## config.mk

```make
export PLATFORM = sky130hd
export DESIGN_NAME = zbtSram
export DESIGN_NICKNAME = d
export VERILOG_FILES = /design/src/rtl/zbtSramPkg.sv /design/src/rtl/zbtSramCtrl.sv /design/src/rtl/zbtSramData.sv /design/src/rtl/zbtSram.sv
export SDC_FILE = /design/constraint.sdc
export NUM_CORES = 2
export LEC_CHECK = 0
export ABC_CLOCK_PERIOD_IN_PS = 9700
export CAP_MARGIN = 10
export CORE_UTILIZATION = 50
export CTS_CLUSTER_SIZE = 10
export DETAILED_ROUTE_END_ITERATION = 12
export MAX_ROUTING_LAYER = met4
export PLACE_DENSITY = 0.77
export SLEW_MARGIN = 5
export SYNTH_ARGS = -nofsm -noshare
export SYNTH_HDL_FRONTEND = slang
export SYNTH_SLANG_ARGS = --single-unit
export TNS_END_PERCENT = 5
```

## constraint.sdc

```tcl
create_clock -name clk -period 9.7 [get_ports clk]
set_input_delay 2.91 -clock clk [delete_from_list [all_inputs] [get_ports clk]]
set_output_delay 2.91 -clock clk [all_outputs]
set_load 0.005 [all_outputs]
```

## src/rtl/zbtSramPkg.sv

```systemverilog
package zbtSramPkg;

  typedef struct packed {
    logic tick;     // enabled clock edge
    logic capture;  // current cycle is a write data phase
    logic readOut;  // current cycle returns read data
  } sramStrobe_t;

  typedef enum logic [2:0] {
    SLP_AWAKE,
    SLP_ENTER,
    SLP_ASLEEP,
    SLP_WAKE1,
    SLP_WAKE2
  } sleepState_t;

  function automatic logic [1:0] beatLow(input logic [1:0] start,
                                         input logic [1:0] beat,
                                         input logic interleave);
    return interleave ? (start ^ beat) : (start + beat);
  endfunction

endpackage

```

## src/rtl/zbtSramCtrl.sv

```systemverilog
module zbtSramCtrl
  import zbtSramPkg::*;
#(
  parameter int AW    = 6,
  parameter int LANES = 4
) (
  input  logic             clk,
  input  logic             rstN,
  input  logic             clkEnN,
  input  logic [AW-1:0]    addr,
  input  logic             chipSel0N,
  input  logic             chipSel1,
  input  logic             chipSel2N,
  input  logic             wrEnN,
  input  logic [LANES-1:0] byteWrN,
  input  logic             advLdN,
  input  logic             burstInterleave,
  input  logic             sleepReq,
  output sramStrobe_t      strobe,
  output logic [AW-1:0]    opAddr,
  output logic [LANES-1:0] opMask
);

  logic             opValid;
  logic             opWrite;
  logic             opInter;
  logic [AW-1:0]    baseAddr;
  logic [1:0]       beat;
  logic [LANES-1:0] maskQ;
  sleepState_t      slp;
  sleepState_t      slpNext;
  logic             selected;
  logic             cmdAllowed;

  assign selected   = ~chipSel0N & chipSel1 & ~chipSel2N;
  assign cmdAllowed = (slp == SLP_AWAKE) & ~sleepReq;

  always_comb begin
    slpNext = slp;
    unique case (slp)
      SLP_AWAKE:  slpNext = sleepReq ? SLP_ENTER  : SLP_AWAKE;
      SLP_ENTER:  slpNext = sleepReq ? SLP_ASLEEP : SLP_AWAKE;
      SLP_ASLEEP: slpNext = sleepReq ? SLP_ASLEEP : SLP_WAKE1;
      SLP_WAKE1:  slpNext = sleepReq ? SLP_ASLEEP : SLP_WAKE2;
      SLP_WAKE2:  slpNext = sleepReq ? SLP_ASLEEP : SLP_AWAKE;
      default:    slpNext = SLP_AWAKE;
    endcase
  end

  always_ff @(posedge clk or negedge rstN) begin
    if (!rstN) begin
      opValid  <= 1'b0;
      opWrite  <= 1'b0;
      opInter  <= 1'b0;
      baseAddr <= '0;
      beat     <= '0;
      maskQ    <= '0;
      slp      <= SLP_AWAKE;
    end else if (!clkEnN) begin
      slp <= slpNext;
      if (!cmdAllowed) begin
        opValid <= 1'b0;
      end else if (!advLdN) begin
        opValid <= selected;
        if (selected) begin
          baseAddr <= addr;
          beat     <= '0;
          opWrite  <= ~wrEnN;
          opInter  <= burstInterleave;
          maskQ    <= ~byteWrN;
        end
      end else if (opValid) begin
        beat  <= beat + 2'd1;
        maskQ <= ~byteWrN;
      end
    end
  end

  assign opAddr = {baseAddr[AW-1:2], beatLow(baseAddr[1:0], beat, opInter)};
  assign opMask = maskQ;

  assign strobe.tick    = ~clkEnN;
  assign strobe.capture = opValid & opWrite;
  assign strobe.readOut = opValid & ~opWrite;

endmodule

```

## src/rtl/zbtSramData.sv

```systemverilog
module zbtSramData
  import zbtSramPkg::*;
#(
  parameter int AW     = 6,
  parameter int LANE_W = 9,
  parameter int LANES  = 4
) (
  input  logic                    clk,
  input  logic                    rstN,
  input  sramStrobe_t             strobe,
  input  logic [AW-1:0]           opAddr,
  input  logic [LANES-1:0]        opMask,
  input  logic [LANE_W*LANES-1:0] dIn,
  input  logic                    outEnN,
  output logic [LANE_W*LANES-1:0] dOut,
  output logic                    dOutEn
);

  localparam int WORD_W = LANE_W * LANES;
  localparam int DEPTH  = 1 << AW;

  logic              wbufValid;
  logic [AW-1:0]     wbufAddr;
  logic [WORD_W-1:0] wbufData;
  logic [LANES-1:0]  wbufMask;
  logic [WORD_W-1:0] rdWord;
  logic              wbufHit;

  always_ff @(posedge clk or negedge rstN) begin
    if (!rstN) begin
      wbufValid <= 1'b0;
      wbufAddr  <= '0;
      wbufData  <= '0;
      wbufMask  <= '0;
    end else if (strobe.tick) begin
      wbufValid <= strobe.capture;
      if (strobe.capture) begin
        wbufAddr <= opAddr;
        wbufData <= dIn;
        wbufMask <= opMask;
      end
    end
  end

  assign wbufHit = wbufValid & (wbufAddr == opAddr);

  for (genvar g = 0; g < LANES; g++) begin : gLane
    logic [LANE_W-1:0] laneMem [DEPTH];

    always_ff @(posedge clk) begin
      if (strobe.tick && wbufValid && wbufMask[g])
        laneMem[wbufAddr] <= wbufData[g*LANE_W +: LANE_W];
    end

    assign rdWord[g*LANE_W +: LANE_W] = (wbufHit && wbufMask[g])
                                        ? wbufData[g*LANE_W +: LANE_W]
                                        : laneMem[opAddr];
  end

  assign dOutEn = strobe.readOut & ~outEnN;
  assign dOut   = dOutEn ? rdWord : '0;

endmodule

```

## src/rtl/zbtSram.sv

```systemverilog
module zbtSram
  import zbtSramPkg::*;
#(
  parameter int AW     = 6,
  parameter int LANE_W = 9,
  parameter int LANES  = 4
) (
  input  logic                    clk,
  input  logic                    rstN,
  input  logic                    clkEnN,
  input  logic [AW-1:0]           addr,
  input  logic                    chipSel0N,
  input  logic                    chipSel1,
  input  logic                    chipSel2N,
  input  logic                    wrEnN,
  input  logic [LANES-1:0]        byteWrN,
  input  logic                    advLdN,
  input  logic                    burstInterleave,
  input  logic                    outEnN,
  input  logic                    sleepReq,
  input  logic [LANE_W*LANES-1:0] dIn,
  output logic [LANE_W*LANES-1:0] dOut,
  output logic                    dOutEn
);

  sramStrobe_t      strobeW;
  logic [AW-1:0]    opAddrW;
  logic [LANES-1:0] opMaskW;

  zbtSramCtrl #(.AW(AW), .LANES(LANES)) u_ctrl (
    .clk(clk), .rstN(rstN), .clkEnN(clkEnN), .addr(addr),
    .chipSel0N(chipSel0N), .chipSel1(chipSel1), .chipSel2N(chipSel2N),
    .wrEnN(wrEnN), .byteWrN(byteWrN), .advLdN(advLdN),
    .burstInterleave(burstInterleave), .sleepReq(sleepReq),
    .strobe(strobeW), .opAddr(opAddrW), .opMask(opMaskW)
  );

  zbtSramData #(.AW(AW), .LANE_W(LANE_W), .LANES(LANES)) u_data (
    .clk(clk), .rstN(rstN), .strobe(strobeW), .opAddr(opAddrW),
    .opMask(opMaskW), .dIn(dIn), .outEnN(outEnN), .dOut(dOut),
    .dOutEn(dOutEn)
  );

endmodule

```

==> run summary <==
The run finished with clean final reports. Counting I/O delays and the setup requirement, the final critical path takes 9180 ps. The number of antenna violations at the first check in global routing was 24; the max-cap violation count was 0. The most frequent standard cell in the layout excluding fill and tap cells was edfxtp_1. Measured along the x axis, the die boundary spans 434 microns. For the final instance count without filler cells, the log shows 8213. After floorplanning, the core was divided into 158 placement rows. The tools report the half-perimeter wire length of the detailed placement result as 175000 microns.

Synthesis handed over a netlist of 5393 instances. The number of endpoints with negative hold slack in the final report is 0, and the number of input and output port buffers inserted is 93. The critical path is of the in2out type. Clock-pin slew was measured on the worst setup and hold paths at 50 ps. The average instance in the mapped netlist occupies 17.3 sq um. In the layout the commonest cells are edfxtp_1 (2304), nand2_1 (878), mux4_2 (361).

After synthesis, the share of flip-flops with an asynchronous set or reset is 2.74%. The netlist uses 73 different library cells. Following the worst setup path forward leads to its endpoint at dOut[29]. In this run, CTS created clock tree buffers numbering 289. For the data required time at the worst endpoint, the log shows 6790 ps.

The first-pass iteration count of the detailed router is 9, and the via-per-instance ratio is 6.72. For the count of placed standard cells including taps, the log shows 7783. Across the VDD grid, the largest voltage drop is 0.124 mV.

Combined global-route utilization of all metal layers: 31.4%. For this run, the share of the core covered by cells in the final layout is 56.6%. The die boundary height came out at 434 microns.

For the final-report max-slew violation count, the log shows 0. The routed layout has 55200 vias. I/O pin total: 94.

Entering global routing, the biggest net connects 132 pins. STA classifies the critical path endpoint as an output port. Setup repair after global routing left no endpoint under its margin.

Summed over all failing endpoints, the final setup total negative slack is 0 ps. The overall routed net length was 286000 microns; the max-slew headroom at the worst pin was 11.4%. In the final routed layout, each cell accounts on average for 34.9 microns.

The placer congestion estimate was 0.980. The first global-routing pass estimated 398000 microns of wire. In this run the remaining antenna-violating nets after routing total 0. The number of buffers between clock root and the deepest sink came out at 4. After clock tree synthesis, the setup repair step added 0 buffers. Clock tree synthesis found a total of 2369 sinks. For this design the ratio of total power to cell area is 238 nW/um^2.

The final worst-path cycle share is 94.7%. The type of element launching the critical path is an input pin. The path class of the tightest hold or removal check is reg2reg. The tree is rooted in a clkbuf_16. The hold buffer count at CTS is 0, and the post-synthesis net count is 5451. Fill cells in the final layout number 13300. In the routed design, unresolved DRC markers number 0.

Setup violations remaining at the end of the flow were counted as 0. For the violation count after the first detailed-route iteration, the log shows 9204. The critical path starts at outEnN. The clock arrives with 67.9 ps of skew.

The later pin in the worst-skew pair is clocked with a latency of 940 ps. Count of nets after finishing: 5653. TritonCTS built the clock tree. The proportion of synthesized chip area in sequential cells came out at 76.0%. The worst register-to-register path ends at u_data.gLane[2].laneMem[18][0]. The logs give 25.0 mW for the final total power and 485 ps for the minimum hold slack. For the total of cells resized after clock tree synthesis, the log shows 0.

The region available for standard cell placement spans 185000 sq um. For the cell area after technology mapping, the log shows 93100 sq um. The share of layout cells above drive strength 1 came out at 16.4%. The area of the die came out at 188000 sq um. The worst register-to-register path has a depth of 3. The maximum fanout encountered on the critical timing path is 10, and the number of warnings printed during yosys synthesis is 0. The logs give 53700 for the via count of the first global-routing pass and 5 for the level count of the clock H-tree.

The number of synthesized flops with an enable pin is 2304. Among all flip-flop cells after synthesis, the most frequent one is edfxtp_1. For the pin with the worst max-slew slack, the measured transition is 1330 ps.

The run gives 5510 ps as the slack of the worst reg-to-reg path. The total overflow left after global routing is 0. The count of state elements after synthesis is 2369. The area growth from synthesis to layout was 12.6%. For this configuration, the core starts out at a cell density of 50.3%. The worst register-to-register path begins at u_data.wbufAddr[1]. Summed over all cells, the static leakage comes to 30.4 nW.

The highest clock rate came out at 0.109 GHz. At the worst endpoint, the arrival time is 6270 ps.
## how the worst min path moves through the flow
stage                     start                to  depth (start not counted)
6_report       u_ctrl.opMask[1]  u_ctrl.opMask[1]                          2
5_1_grt        u_ctrl.opMask[0]  u_ctrl.opMask[0]                          2
4_1_cts        u_ctrl.opMask[1]  u_ctrl.opMask[1]                          2
3_5_place_dp   u_ctrl.opMask[1]  u_ctrl.opMask[1]                          2
3_3_place_gp   u_ctrl.opMask[1]  u_ctrl.opMask[1]                          2
2_1_floorplan  u_ctrl.opMask[0]  u_ctrl.opMask[0]                          2
## routing by layer
metal | wire length [microns] | global-route usage (%)
met3 | 44100 | 12.1
met5 | 0 | -
met1 | 93500 | 37.4
met2 | 124000 | 43.7
met4 | 24500 | 22.2
## per-stage QoR
stage	setup WS, ps	instance area (sq um)
4_1_cts	477	105000
2_1_floorplan	2140	93100
6_report	517	105000
3_3_place_gp	518	96900
5_1_grt	443	105000
3_5_place_dp	482	96900
## worst max-delay path, stage by stage
cell and delay [ps]:
clkdlybuf4s50_1 380, or3_2 730, nor2_1 380, buf_4 220
a21oi_1 70, o32ai_1 820, buf_4 250, clkdlybuf4s50_1 500
## cell families (layout without fill, tap and decap cells)
family	Yosys count	count (layout)	share of synthesized area [%]
AO/OA/AOI/OAI	493	493	3.70
XOR/XNOR	11	11	0.160
adder cells (fa/ha/maj)	1	1	0.0134
buffers and inverters	329	628	1.72
flip-flops	2369	2369	76.0
multiplexers	564	564	11.0
other	0	41	0
AND/OR/NAND/NOR	1626	1626	7.33
## synthesized netlist by cell type, types with 5 or more instances
master / instances / area, sq um
o2111ai_1: 10 / 87.6
a221o_1: 8 / 80.1
a32oi_1: 38 / 333
a2111oi_0: 6 / 52.6
nand3_1: 244 / 1220
mux2i_1: 147 / 1470
and3_1: 30 / 188
o221ai_1: 30 / 263
buf_2: 79 / 395
nand2b_1: 8 / 50.1
nor3b_1: 6 / 45.0
inv_1: 6 / 22.5
mux4_2: 361 / 8130
a211o_1: 9 / 78.8
o211ai_1: 25 / 188
xnor2_1: 6 / 52.6
a211oi_1: 23 / 173
nor3_1: 48 / 240
a221oi_1: 8 / 70.1
buf_1: 23 / 86.3
nand4_1: 44 / 275
mux2_2: 53 / 597
clkbuf_1: 169 / 634
nor2_1: 326 / 1220
o31ai_1: 8 / 60.1
nand2_1: 882 / 3310
nor2b_1: 7 / 43.8
nor4_1: 8 / 50.1
a41oi_1: 6 / 52.6
a311oi_1: 5 / 43.8
a31oi_1: 64 / 400
o21ai_0: 71 / 355
a22oi_1: 22 / 165
dfrtp_1: 65 / 1630
edfxtp_1: 2304 / 69200
o22ai_1: 60 / 375
a21oi_1: 60 / 300
buf_6: 19 / 214
o311ai_0: 6 / 52.6
a22o_1: 6 / 52.6
buf_4: 31 / 233
## layout make-up
class	count	area (sq um)	share of cell area, %
clock buffers	375	7660	7.31
multi-input cells	2695	20800	19.9
inverters	7	26.3	0.0251
repair buffers	233	2130	2.03
clock inverters	13	145	0.138
diodes	41	103	0.0978
flip-flops and latches	2369	70900	67.6
well taps	2480	3100	2.96
## state kept, by name (all words and copies together) (netlist names)
| register | flops |
|---|---|
| u_ctrl.opWrite | 1 |
| u_ctrl.slp | 3 |
| u_data.wbufData | 36 |
| u_data.gLane.laneMem | 2304 |
| u_ctrl.opInter | 1 |
| u_ctrl.opMask | 4 |
| u_ctrl.opValid | 1 |
| u_ctrl.beat | 2 |
| u_data.wbufMask | 4 |
| u_data.wbufAddr | 6 |
| u_ctrl.baseAddr | 6 |
| u_data.wbufValid | 1 |
## power by group
group          internal (mW)  total [mW]  switching, mW
Clock                   5.50        9.37           3.87
Combinational           1.47        4.31           2.84
Sequential              11.2        11.3         0.0952
Total                   18.2        25.0           6.80
Note: power is estimated with default switching activity, not from simulation.
